$ cat src/rtl/flash_commit_seq.sv
module flash_commit_seq #(
  parameter int CLK_DIV     = 2,
  parameter int WAIT_CYCLES = 2000000,
  parameter int OFFSET_BITS = 9,
  parameter bit SINGLE_BUF  = 1'b0
) (
  input  logic        clk,
  input  logic        rst_n,
  input  logic        start,
  input  logic        buf_sel,
  input  logic        erase_en,
  input  logic [23:0] page_addr,
  output logic        sck,
  output logic        cs_n,
  output logic        mosi,
  output logic        busy,
  output logic        done,
  output logic        err
);
  localparam int DIV_W  = $clog2(CLK_DIV + 1);
  localparam int WAIT_W = $clog2(WAIT_CYCLES + 1);
  localparam logic [23:0] ADDR_MASK = ~((24'd1 << OFFSET_BITS) - 24'd1);

  typedef enum logic [1:0] {S_IDLE, S_SHIFT, S_WAIT} state_t;

  state_t            state;
  logic [31:0]       sr;
  logic [4:0]        bit_cnt;
  logic [DIV_W-1:0]  div_cnt;
  logic [WAIT_W-1:0] wait_cnt;
  logic [7:0]        opcode;

  always_comb begin
    case ({buf_sel, erase_en})
      2'b01:   opcode = 8'h83;
      2'b11:   opcode = 8'h86;
      2'b00:   opcode = 8'h88;
      default: opcode = 8'h89;
    endcase
  end

  wire idle   = (state == S_IDLE);
  wire refuse = start && idle && SINGLE_BUF && buf_sel;
  wire accept = start && idle && !(SINGLE_BUF && buf_sel);
  wire tick   = (div_cnt == DIV_W'(CLK_DIV - 1));

  assign busy = !idle;
  assign mosi = !cs_n && sr[31];

  always_ff @(posedge clk) begin
    if (!rst_n) begin
      state    <= S_IDLE;
      sr       <= '0;
      bit_cnt  <= '0;
      div_cnt  <= '0;
      wait_cnt <= '0;
      sck      <= 1'b0;
      cs_n     <= 1'b1;
      done     <= 1'b0;
      err      <= 1'b0;
    end else begin
      done <= 1'b0;
      err  <= refuse;
      case (state)
        S_IDLE: if (accept) begin
          sr      <= {opcode, page_addr & ADDR_MASK};
          cs_n    <= 1'b0;
          div_cnt <= '0;
          bit_cnt <= '0;
          state   <= S_SHIFT;
        end
        S_SHIFT: if (tick) begin
          div_cnt <= '0;
          if (!sck) sck <= 1'b1;
          else begin
            sck <= 1'b0;
            if (bit_cnt == 5'd31) begin
              cs_n     <= 1'b1;
              wait_cnt <= '0;
              state    <= S_WAIT;
            end else begin
              sr      <= {sr[30:0], 1'b0};
              bit_cnt <= bit_cnt + 5'd1;
            end
          end
        end else div_cnt <= div_cnt + DIV_W'(1);
        S_WAIT: if (wait_cnt == WAIT_W'(WAIT_CYCLES - 1)) begin
          state <= S_IDLE;
          done  <= 1'b1;
        end else wait_cnt <= wait_cnt + WAIT_W'(1);
        default: state <= S_IDLE;
      endcase
    end
  end
endmodule

$ cat config.mk
export PLATFORM = sky130hd
export DESIGN_NAME = flash_commit_seq
export DESIGN_NICKNAME = d
export VERILOG_FILES = /design/src/rtl/flash_commit_seq.sv
export SDC_FILE = /design/constraint.sdc
export NUM_CORES = 1
export LEC_CHECK = 0
export BUFFER_PORTS_ARGS = -buffer_cell sky130_fd_sc_hd__buf_2
export CAP_MARGIN = 10
export CORE_UTILIZATION = 30
export CTS_CLUSTER_DIAMETER = 120
export DETAILED_ROUTE_END_ITERATION = 6
export GPL_ROUTABILITY_DRIVEN = 0
export SETUP_SLACK_MARGIN = 0.3
export SYNTH_ARGS = -nofsm -noshare
export SYNTH_HDL_FRONTEND = slang
export SYNTH_SLANG_ARGS = --single-unit
export TNS_END_PERCENT = 1
$ cat constraint.sdc
create_clock -name clk -period 2.3 [get_ports clk]
set_input_delay 0.46 -clock clk [delete_from_list [all_inputs] [get_ports clk]]
set_output_delay 0.46 -clock clk [all_outputs]
set_load 0.01 [all_outputs]
==> results.py, run 1 <==
metrics = {
    "worst_setup_path": {
        "cp_slowest_stage_delay_ns": 0.47,
        "cp.buffers_inverters": 1,
        "critPathSlowestCell": "or4_1",
        "required_ns": 2.56,
        "critPathTopFamily": "simple AND/OR/NAND/NOR gates",
        "endpoint_kind": "flop",
        "cp_max_fo": 11,
        "crit_chain": "ha_1 -> and4_1 -> nand3_1 -> o21ai_2 -> buf_4 -> or4_1 -> nand2_1",
        "cp.arrival_ns": 2.19,
        "worst-setup-path-type": "reg2reg",
        "startpoint_type": "flop",
    },
    "clock_network": {
        "cts.sinks": 56,
        "cts_buffer_depth": 2,
        "clkSlewWorstSetupHoldPaths_ns": 0.11,
        "cts_buffers": 5,
        "cts_tree": "done",
        "insertion_delay_ns": 0.31,
        "cts-root-buf": "clkbuf_8",
        "htree_num_levels": 2,
    },
    "synth": {
        "synth_edf_count": 0,
        "synth_nets": 374,
        "ys.flop_type": "dfxtp_1",
        "synth.avg_cell_area_um2": 8.43,
        "yosys_warnings": 0,
        "synth_compound_area_share_pct": 18.3,
        "synth-xor-area-share_pct": 1.54,
        "yosys_register_bits": 56,
        "synth_fa_ha_area_share_pct": 3.52,
        "synth_top_area_share_pct": 39.5,
        "synthArstFlopShare_pct": 0,
        "synthMuxAreaShare_pct": 0,
        "synth_top_family_by_area": "simple AND/OR/NAND/NOR gates",
        "ys_seq_area_share_pct": 39.5,
        "synth.area.top_cells": "dfxtp_1, nand2_1, nand3_1",
        "synth_top_cell_by_area": "dfxtp_1",
        "ys_types": 58,
        "synthSimpleGateAreaFrac_pct": 32.0,
        "netlist_area_mm2": 0.00284,
        "synthCells": 337,
    },
    "final_layout": {
        "fillerInstances": 961,
        "syn_to_final_growth_pct": 13.5,
        "final_util_pct": 35.1,
        "layout_common_cells": "nand2_1, dfxtp_1, nand3_1",
        "diodes": 0,
        "fin_nets": 396,
        "drive_gt1_share_pct": 16.9,
        "final_cell_count_no_fill": 471,
        "final_common_cell": "nand2_1",
    },
    "routing": {
        "drt-pass1-iter-count": 4,
        "antenna_left": 0,
        "detailroute.via_count": 2404,
        "vias_per_cell": 5.10,
        "drtIter0Drc": 59,
        "wl_per_cell_um": 13.0,
        "wl_mm": 6.10,
        "remaining_drc_errors": 0,
    },
    "sta": {
        "finClkSkew_ns": 0.00686,
        "finalSetupViolCount": 0,
        "tightest_slew_ns": 0.500,
        "period_minus_slack_ns": 1.93,
        "max_freq_mhz": 518,
        "slew_headroom_pct": 66.6,
        "fin_tns_setup_ns": 0,
        "drv_slew": 0,
        "rsz0062_at_grt": "yes",
        "hold-worst-slack_ns": 0.434,
        "hold_viol": 0,
        "fin_crit_sh_pct": 83.9,
    },
    "place": {
        "port_buffers": 24,
        "dp_hpwl_mm": 4.34,
        "dp_cells": 462,
    },
    "die": {
        "start_util_pct": 30.9,
        "rows": 35,
        "io_pins": 35,
        "core_mm2": 0.00920,
        "die_x_um": 99.3,
        "die_area_mm2": 0.00986,
        "die_h_um": 99.3,
    },
    "grt": {
        "grt_pass1_vias": 2317,
        "grt_use_total_pct": 13.2,
        "grt_max_degree": 25,
        "grt_antenna_before_repair": 0,
        "grt_pass1_wl_mm": 10.7,
        "grt_overflow": 0,
    },
    "power_and_ir_drop": {
        "p_leak_uw": 0.00143,
        "ir_drop_v": 0.000242,
        "powerDensity_mw_per_mm2": 590,
    },
    "status": {
        "status": "finished, final reports clean",
    },
    "job": {
        "maxCapViolCount": 0,
    },
    "min_path": {
        "worstHoldPathType": "in2reg",
    },
}
[cells by family after synthesis]
kind of cell             Yosys count
XOR/XNOR                           5
AO/OA/AOI/OAI                     69
buffers and inverters             29
other                              1
flip-flops                        56
adder cells (fa/ha/maj)            8
AND/OR/NAND/NOR                  169
[report_power, final]
group          internal (µW)  switching [µW]  leakage (µW)
Sequential              1010            20.9      0.000457
Combinational           80.9             101      0.000909
Clock                    357             338     0.0000614
[routing by layer]
metal | vias up | part of all wire (%) | global-route usage [%]
li1 | 1253 | - | -
met1 | 1113 | 49 | 16.4
met2 | 34 | 47 | 23.7
met3 | 4 | 3.2 | 2.39
met4 | 0 | 0.70 | 3.05
met5 | - | 0 | 0
[worst reg2reg max path: cells and delay by family, from the launching register on]
kind,cells,cell delay (ns)
simple gates,4,0.95
flops,1,0.35
fa+ha+maj,1,0.25
buf+inv,1,0.21
compound gates,1,0.13
[flip-flops by register name, indices dropped and copies added, names as in the netlist]
register  count
state         2
done          1
wait_cnt     21
bit_cnt       5
sr           23
cs_n          1
div_cnt       2
sck           1
[worst paths after layout]
kind / start / to / slack, ns / cells after the start
setup / recovery: wait_cnt[0] / wait_cnt[5] / 0.37 / 7
hold / removal: page_addr[9] / sr[9] / 0.43 / 3
setup reg to reg: wait_cnt[0] / wait_cnt[5] / 0.37 / 7
hold reg to reg: sr[30] / sr[30] / 0.45 / 2
[what timing repair did]
| item | CTS | global route |
|---|---|---|
| setup buffers | 0 | 1 |
| setup endpoints to repair | 32 | 39 |
| hold buffers | 0 | 0 |
| resized for setup | 1 | 7 |
| pin swaps | 0 | 1 |
| gates cloned | 0 | 0 |
[metrics by stage]
| stage | total power, µW | setup WS [ns] | area (µm²) |
|---|---|---|---|
| 2_1_floorplan | 1170 | 0.453 | 2840 |
| 3_3_place_gp | 1220 | 0.256 | 3070 |
| 3_5_place_dp | 1230 | 0.232 | 3070 |
| 4_1_cts | 1920 | 0.265 | 3200 |
| 5_1_grt | 1990 | 0.214 | 3220 |
| 6_report | 1900 | 0.369 | 3220 |
[synthesized netlist by cell type (3+ instances only)]
master	n
nand2_1	58
dfxtp_1	56
nand3_1	38
o211a_1	17
nor2_1	15
a21oi_1	11
inv_1	10
ha_1	8
o21ai_0	8
nand4_1	7
a21boi_0	6
and2_1	6
and3_1	6
buf_2	6
clkbuf_1	6
a31oi_1	5
nor3_1	5
a211o_1	4
and4_1	4
o211ai_1	4
buf_4	3
nor2b_1	3
nor3b_1	3
nor4b_1	3
o21ai_2	3
or4_1	3
xor2_1	3
[cell type report]
type	instances	area, µm²	share of cell area [%]
Clock buffer	6	82.6	2.56
Clock inverter	2	38.8	1.20
Inverter	10	37.5	1.16
Multi-Input combinational cell	252	1600	49.5
Sequential cell	56	1120	34.8
Tap cell	111	139	4.31
Timing Repair Buffer	34	208	6.44
Note: power is estimated with default switching activity, not from simulation.
==> run 2, diff against run 1 <==
==> constraint.sdc (replaced) <==
create_clock -name clk -period 1.75 [get_ports clk]
set_input_delay 0.35 -clock clk [delete_from_list [all_inputs] [get_ports clk]]
set_output_delay 0.35 -clock clk [all_outputs]
set_load 0.01 [all_outputs]
==> results.py, run 2 (synthesis results as in run 1) <==
metrics = {
    "routing": {
        "vias_per_cell": 5.13,
        "drt-pass1-iter-count": 5,
        "wl_met1_mm": 3.11,
        "top_layer": "met4",
        "wl_per_cell_um": 12.9,
        "route.met3.wl_um": 173,
        "wl_met2_mm": 3.17,
        "wl_mm": 6.50,
        "detailroute.via_count": 2575,
        "remaining_drc_errors": 0,
        "drtIter0Drc": 98,
        "antenna_left": 0,
    },
    "die": {
        "rows": 35,
        "core_mm2": 0.00920,
        "die_area_mm2": 0.00986,
        "io_pins": 35,
        "die_x_um": 99.3,
        "start_util_pct": 30.9,
        "die_h_um": 99.3,
    },
    "grt": {
        "grt_use_total_pct": 13.9,
        "grt_antenna_before_repair": 0,
        "grt_overflow": 0,
        "grt_pass1_wl_mm": 11.2,
        "grt_max_degree": 34,
        "grt_pass1_vias": 2429,
    },
    "final_layout": {
        "fin_nets": 427,
        "final_util_pct": 40.7,
        "regMostFlops": "sr",
        "final_common_cell": "nand2_1",
        "drive_gt1_share_pct": 35.8,
        "top_regs": "sr: 23 flops, wait_cnt: 21 flops, bit_cnt: 5 flops",
        "diodes": 0,
        "largest_reg_flops": 23,
        "syn_to_final_growth_pct": 31.7,
        "layout_common_cells": "nand2_1, dfxtp_1, buf_4",
    },
    "power_and_ir_drop": {
        "powerDensity_mw_per_mm2": 673,
        "p_leak_uw": 0.00164,
        "ir_drop_v": 0.000471,
        "post-layout-total-power_uw": 2520,
    },
    "job": {
        "maxCapViolCount": 0,
    },
    "sta": {
        "finClkSkew_ns": 0.00693,
        "setup_ws_ns": -0.00553,
        "hold_viol": 0,
        "finalSetupViolCount": 2,
        "drv_slew": 0,
        "rsz0062_at_grt": "yes",
        "period_minus_slack_ns": 1.76,
        "fin_crit_sh_pct": 100,
        "fin_tns_setup_ns": -0.00917,
        "max_freq_mhz": 570,
    },
    "clock_network": {
        "cts_tree": "done",
        "cts_buffer_depth": 2,
        "htree_num_levels": 2,
        "cts_buffers": 5,
        "clkSlewWorstSetupHoldPaths_ns": 0.10,
        "insertion_delay_ns": 0.31,
        "cts-root-buf": "clkbuf_8",
        "cts.sinks": 56,
    },
    "status": {
        "violations": "negative setup slack",
        "status": "complete, but fails checks",
    },
    "worst_setup_path": {
        "endpoint_kind": "flop",
        "worst-setup-path-type": "reg2reg",
        "cp.arrival_ns": 1.97,
        "ff2ff_path_depth": 8,
        "cp_max_fo": 6,
        "startpoint_type": "flop",
        "required_ns": 1.96,
    },
    "min_path": {
        "worstHoldPathType": "in2reg",
        "whs_path_depth": 3,
    },
    "place": {
        "dp_hpwl_mm": 4.52,
        "port_buffers": 24,
    },
}
run 2: changes by cell type in the layout (fill, tap and decap cells not counted), moves of 4 or more:
cell / previous run / this run
dfxtp_2: 2 / 8
nand3_1: 38 / 13
nand3_2: 0 / 25
dfxtp_1: 54 / 48
buf_6: 0 / 4
a21boi_0: 6 / 0
buf_4: 9 / 34
a21boi_1: 1 / 7
run 2: per-stage QoR:
step / hold slack, ns / instances / setup slack (ns) / cell area, µm²
floorplan: 0.423 / 337 / 0.0279 / 2890
global placement: 0.433 / 491 / -0.0500 / 3320
detailed placement: 0.451 / 491 / -0.0673 / 3320
CTS: 0.311 / 501 / -0.0306 / 3680
global route: 0.333 / 502 / -0.0891 / 3740
finish: 0.319 / 502 / -0.00553 / 3740
run 2: per-layer routing:
| metal | GRT usage (%) | vias to the layer above |
|---|---|---|
| li1 | - | 1315 |
| met1 | 17.4 | 1224 |
| met2 | 24.5 | 32 |
| met3 | 2.67 | 4 |
| met4 | 3.05 | 0 |
| met5 | 0 | - |
run 2: final cells by class:
| class | instances | area [µm²] |
|---|---|---|
| Clock buffer | 5 | 68.8 |
| Clock inverter | 3 | 42.5 |
| Fill cell | 924 | 5460 |
| Inverter | 10 | 41.3 |
| Multi-Input combinational cell | 252 | 1840 |
| Sequential cell | 56 | 1130 |
| Tap cell | 111 | 139 |
| Timing Repair Buffer | 65 | 475 |
run 2: report_power, final:
| part | internal, µW | total (µW) | switching (µW) |
|---|---|---|---|
| clock network | 424 | 859 | 435 |
| registers | 1320 | 1350 | 26.4 |
| logic | 147 | 311 | 164 |
run 2: worst paths after layout:
check                               endpoint          from  slack, ns
worst max-delay path            wait_cnt[19]    bit_cnt[1]     -0.006
worst min-delay path                   sr[9]  page_addr[9]       0.32
worst max register to register  wait_cnt[19]    bit_cnt[1]     -0.006
worst min register to register          cs_n          cs_n       0.47
run 2: timing repair:
action,4_1_cts,5_1_grt
pin swaps,43,9
gates resized for setup,61,13
hold buffers,0,0
hold endpoints to repair,0,0
gates cloned,0,0
endpoints found under the setup margin,52,54
setup buffers,2,1
run 2: critical path, stage by stage (launching register included):
cell     delay [ns]
dfxtp_2        0.36
ha_4           0.13
and3_4         0.18
ha_4           0.13
inv_2          0.03
or3_4          0.35
nand2_4        0.12
nor2_4         0.06
a211o_1        0.28
==> run 3, diff against run 2 <==
--- a/config.mk
+++ b/config.mk
@@ -5,6 +5,7 @@
 export SDC_FILE = /design/constraint.sdc
 export NUM_CORES = 1
 export LEC_CHECK = 0
+export ABC_AREA = 1
 export BUFFER_PORTS_ARGS = -buffer_cell sky130_fd_sc_hd__buf_2
 export CAP_MARGIN = 10
 export CORE_UTILIZATION = 30
==> results.py, run 3 <==
metrics = {
    "worst_setup_path": {
        "endpoint_kind": "flop",
        "r2r_start": "bit_cnt[0]",
        "reg2reg_to": "sr[22]",
        "cp.arrival_ns": 1.81,
        "cp_slowest_stage_delay_ns": 0.35,
        "critPathSlowestCell": "dfxtp_2",
        "startpoint_type": "flop",
        "worst-setup-path-type": "reg2reg",
        "cp_max_fo": 5,
        "crit_chain": "ha_4 -> and3_4 -> ha_4 -> o21ai_4 -> nand2_4 -> buf_12 -> buf_16 -> o21ai_2 -> nor2_1",
        "required_ns": 1.97,
        "ff2ff_path_depth": 9,
        "reg2reg_slack_ns": 0.16,
        "crit_top_cell": "ha_4",
    },
    "final_layout": {
        "final_common_cell": "nand2_1",
        "fillerInstances": 1036,
        "syn_to_final_growth_pct": 24.1,
        "diodes": 0,
        "fin_nets": 552,
        "drive_gt1_share_pct": 20.2,
        "top_regs": "sr: 23 flops, wait_cnt: 21 flops, bit_cnt: 5 flops",
        "largest_reg_flops": 23,
        "multi_input_area_mm2": 0.00182,
        "layout_common_cells": "nand2_1, nor2_1, dfxtp_1",
        "regMostFlops": "sr",
        "seqCellArea_mm2": 0.00113,
    },
    "die": {
        "start_util_pct": 31.3,
        "die_area_mm2": 0.0107,
        "io_pins": 35,
        "core_mm2": 0.00986,
        "die_x_um": 103,
        "die_h_um": 103,
        "rows": 36,
    },
    "status": {
        "status": "finished, final reports clean",
    },
    "power_and_ir_drop": {
        "clkPwrFrac_pct": 32.1,
        "powerDensity_mw_per_mm2": 720,
        "sw_frac_of_total_pct": 27.6,
        "pwr-share-seq_pct": 50.0,
        "p_leak_uw": 0.00159,
        "ir_drop_v": 0.000370,
        "intPower_uw": 1990,
        "combPwrFrac_pct": 17.9,
        "p_sw_uw": 761,
    },
    "sta": {
        "max_freq_mhz": 627,
        "rsz0062_at_grt": "yes",
        "finClkSkew_ns": 0.00814,
        "drv_slew": 0,
        "period_minus_slack_ns": 1.59,
        "fin_tns_setup_ns": 0,
        "finalSetupViolCount": 0,
        "hold_viol": 0,
        "fin_crit_sh_pct": 91.1,
        "setup_ws_ns": 0.156,
    },
    "synth": {
        "synth_compound_area_share_pct": 10.8,
        "synth_top_cell_by_area": "dfxtp_1",
        "synthArstFlopShare_pct": 0,
        "yosys_register_bits": 56,
        "ys_seq_area_share_pct": 36.4,
        "synthCells": 475,
        "yosysMostFrequentCell": "nand2_1",
        "ys_types": 32,
        "yosys_warnings": 0,
        "synth_top_family_by_area": "simple AND/OR/NAND/NOR gates",
        "synth_fa_ha_area_share_pct": 3.25,
        "synth_common_cells": "nand2_1, nor2_1, dfxtp_1",
        "synthSimpleGateAreaFrac_pct": 39.1,
        "ys.flop_type": "dfxtp_1",
        "synthMuxAreaShare_pct": 0,
        "synth_edf_count": 0,
        "synth.area.top_cells": "dfxtp_1, nand2_1, nor2_1",
        "synth.avg_cell_area_um2": 6.49,
        "netlist_area_mm2": 0.00308,
        "synth_top_area_share_pct": 36.4,
        "synth-xor-area-share_pct": 1.42,
        "synth_nets": 512,
    },
    "place": {
        "port_buffers": 24,
        "dp_hpwl_mm": 5.15,
        "dpl_worst_slack_ns": 0.0349,
    },
    "clock_network": {
        "cts_buffer_depth": 2,
        "cts_tree": "done",
        "cts_buffers": 5,
        "cts-root-buf": "clkbuf_8",
        "insertion_delay_ns": 0.31,
        "clkSlewWorstSetupHoldPaths_ns": 0.10,
        "htree_num_levels": 2,
        "cts.sinks": 56,
    },
    "min_path": {
        "worst_hold_startpoint": "page_addr[9]",
        "hold_path_end": "sr[9]",
        "worstHoldPathType": "in2reg",
        "whs_path_depth": 3,
    },
    "routing": {
        "drt-pass1-iter-count": 4,
        "vias_per_cell": 4.72,
        "remaining_drc_errors": 0,
        "wl_mm": 7.45,
        "wl_per_cell_um": 11.5,
        "detailroute.via_count": 3064,
        "drtIter0Drc": 91,
        "antenna_left": 0,
    },
    "grt": {
        "grt_max_degree": 28,
        "grt_overflow": 0,
        "grt_pass1_wl_mm": 13.3,
        "grt_antenna_before_repair": 0,
        "grt_use_total_pct": 15.5,
        "grt_pass1_vias": 3097,
    },
    "job": {
        "maxCapViolCount": 0,
    },
}
## run 3: cell count changes after synthesis, sizes merged, moves of 5 or more
cell	change
a21boi	-7
a21oi	+23
a31oi	-5
and2	-6
and3	-6
inv	+27
nand2	+70
nand3	+13
nor2	+70
o211a	-17
o21ai	+11
## run 3: area by class of cell
| class | count | area share [%] |
|---|---|---|
| inverters | 38 | 4.48 |
| clock inverters | 3 | 1.21 |
| clock buffers | 5 | 1.80 |
| repair buffers | 52 | 11.1 |
| multi-input cells | 362 | 47.6 |
| well taps | 133 | 4.35 |
| flip-flops and latches | 56 | 29.5 |
## run 3: metal layers
layer / global-route usage [%] / up-vias / routed length [µm]
met4: 5.09 / 0 / 105
met5: 0 / - / 0
met1: 17.3 / 1400 / 3500
met2: 29.9 / 56 / 3660
li1: - / 1599 / -
met3: 2.35 / 9 / 187
## run 3: cells by family after synthesis
logic type / after synthesis
AOI/OAI and AO/OA: 63
adders and majority gates: 8
other: 1
buffers and inverters: 57
and+or+nand+nor: 285
xor gates and xnor gates: 5
DFF: 56
## run 3: per-stage QoR
stage,power [µW],cell area (µm²),hold slack (ns),utilization [%],instances
floorplan,1680,3130,0.424,-,475
global placement,1750,3450,0.433,35.0,634
detailed placement,1760,3450,0.441,35.0,634
CTS,2790,3810,0.294,38.6,649
global route,2910,3820,0.299,38.8,649
finish,2760,3820,0.307,38.8,649
## run 3: power by group through the flow
stage | clock [µW] | combinational (µW) | sequential (µW)
global route | 966 | 553 | 1390
global placement | 0 | 348 | 1410
detailed placement | 0 | 356 | 1410
finish | 883 | 493 | 1380
floorplan | 0 | 278 | 1400
CTS | 920 | 493 | 1380
## run 3: what timing repair did
action	in CTS	in global routing
hold endpoints to repair	0	0
gates cloned	3	0
hold buffers	0	0
buffers inserted	4	0
setup endpoints to repair	49	51
pin swaps	6	3
gates resized for setup	41	8
## run 3: how the worst max path moves through the flow
stage	startpoint	to	slack, ns	cells after the start
6_report	bit_cnt[0]	sr[22]	0.16	9
3_3_place_gp	wait_cnt[1]	wait_cnt[13]	0.06	8
5_1_grt	bit_cnt[0]	sr[11]	0.08	9
2_1_floorplan	bit_cnt[0]	bit_cnt[2]	0.23	10
3_5_place_dp	wait_cnt[1]	wait_cnt[13]	0.03	8
4_1_cts	bit_cnt[0]	sr[16]	0.15	9
## run 3: critical path, delay by kind of cell, from the launching register on
kind	cells	cell delay, ns
buffers and inverters	2	0.28
AND/OR/NAND/NOR	3	0.31
flip-flops	1	0.35
AO/OA/AOI/OAI	2	0.26
adder cells (fa/ha/maj)	2	0.32
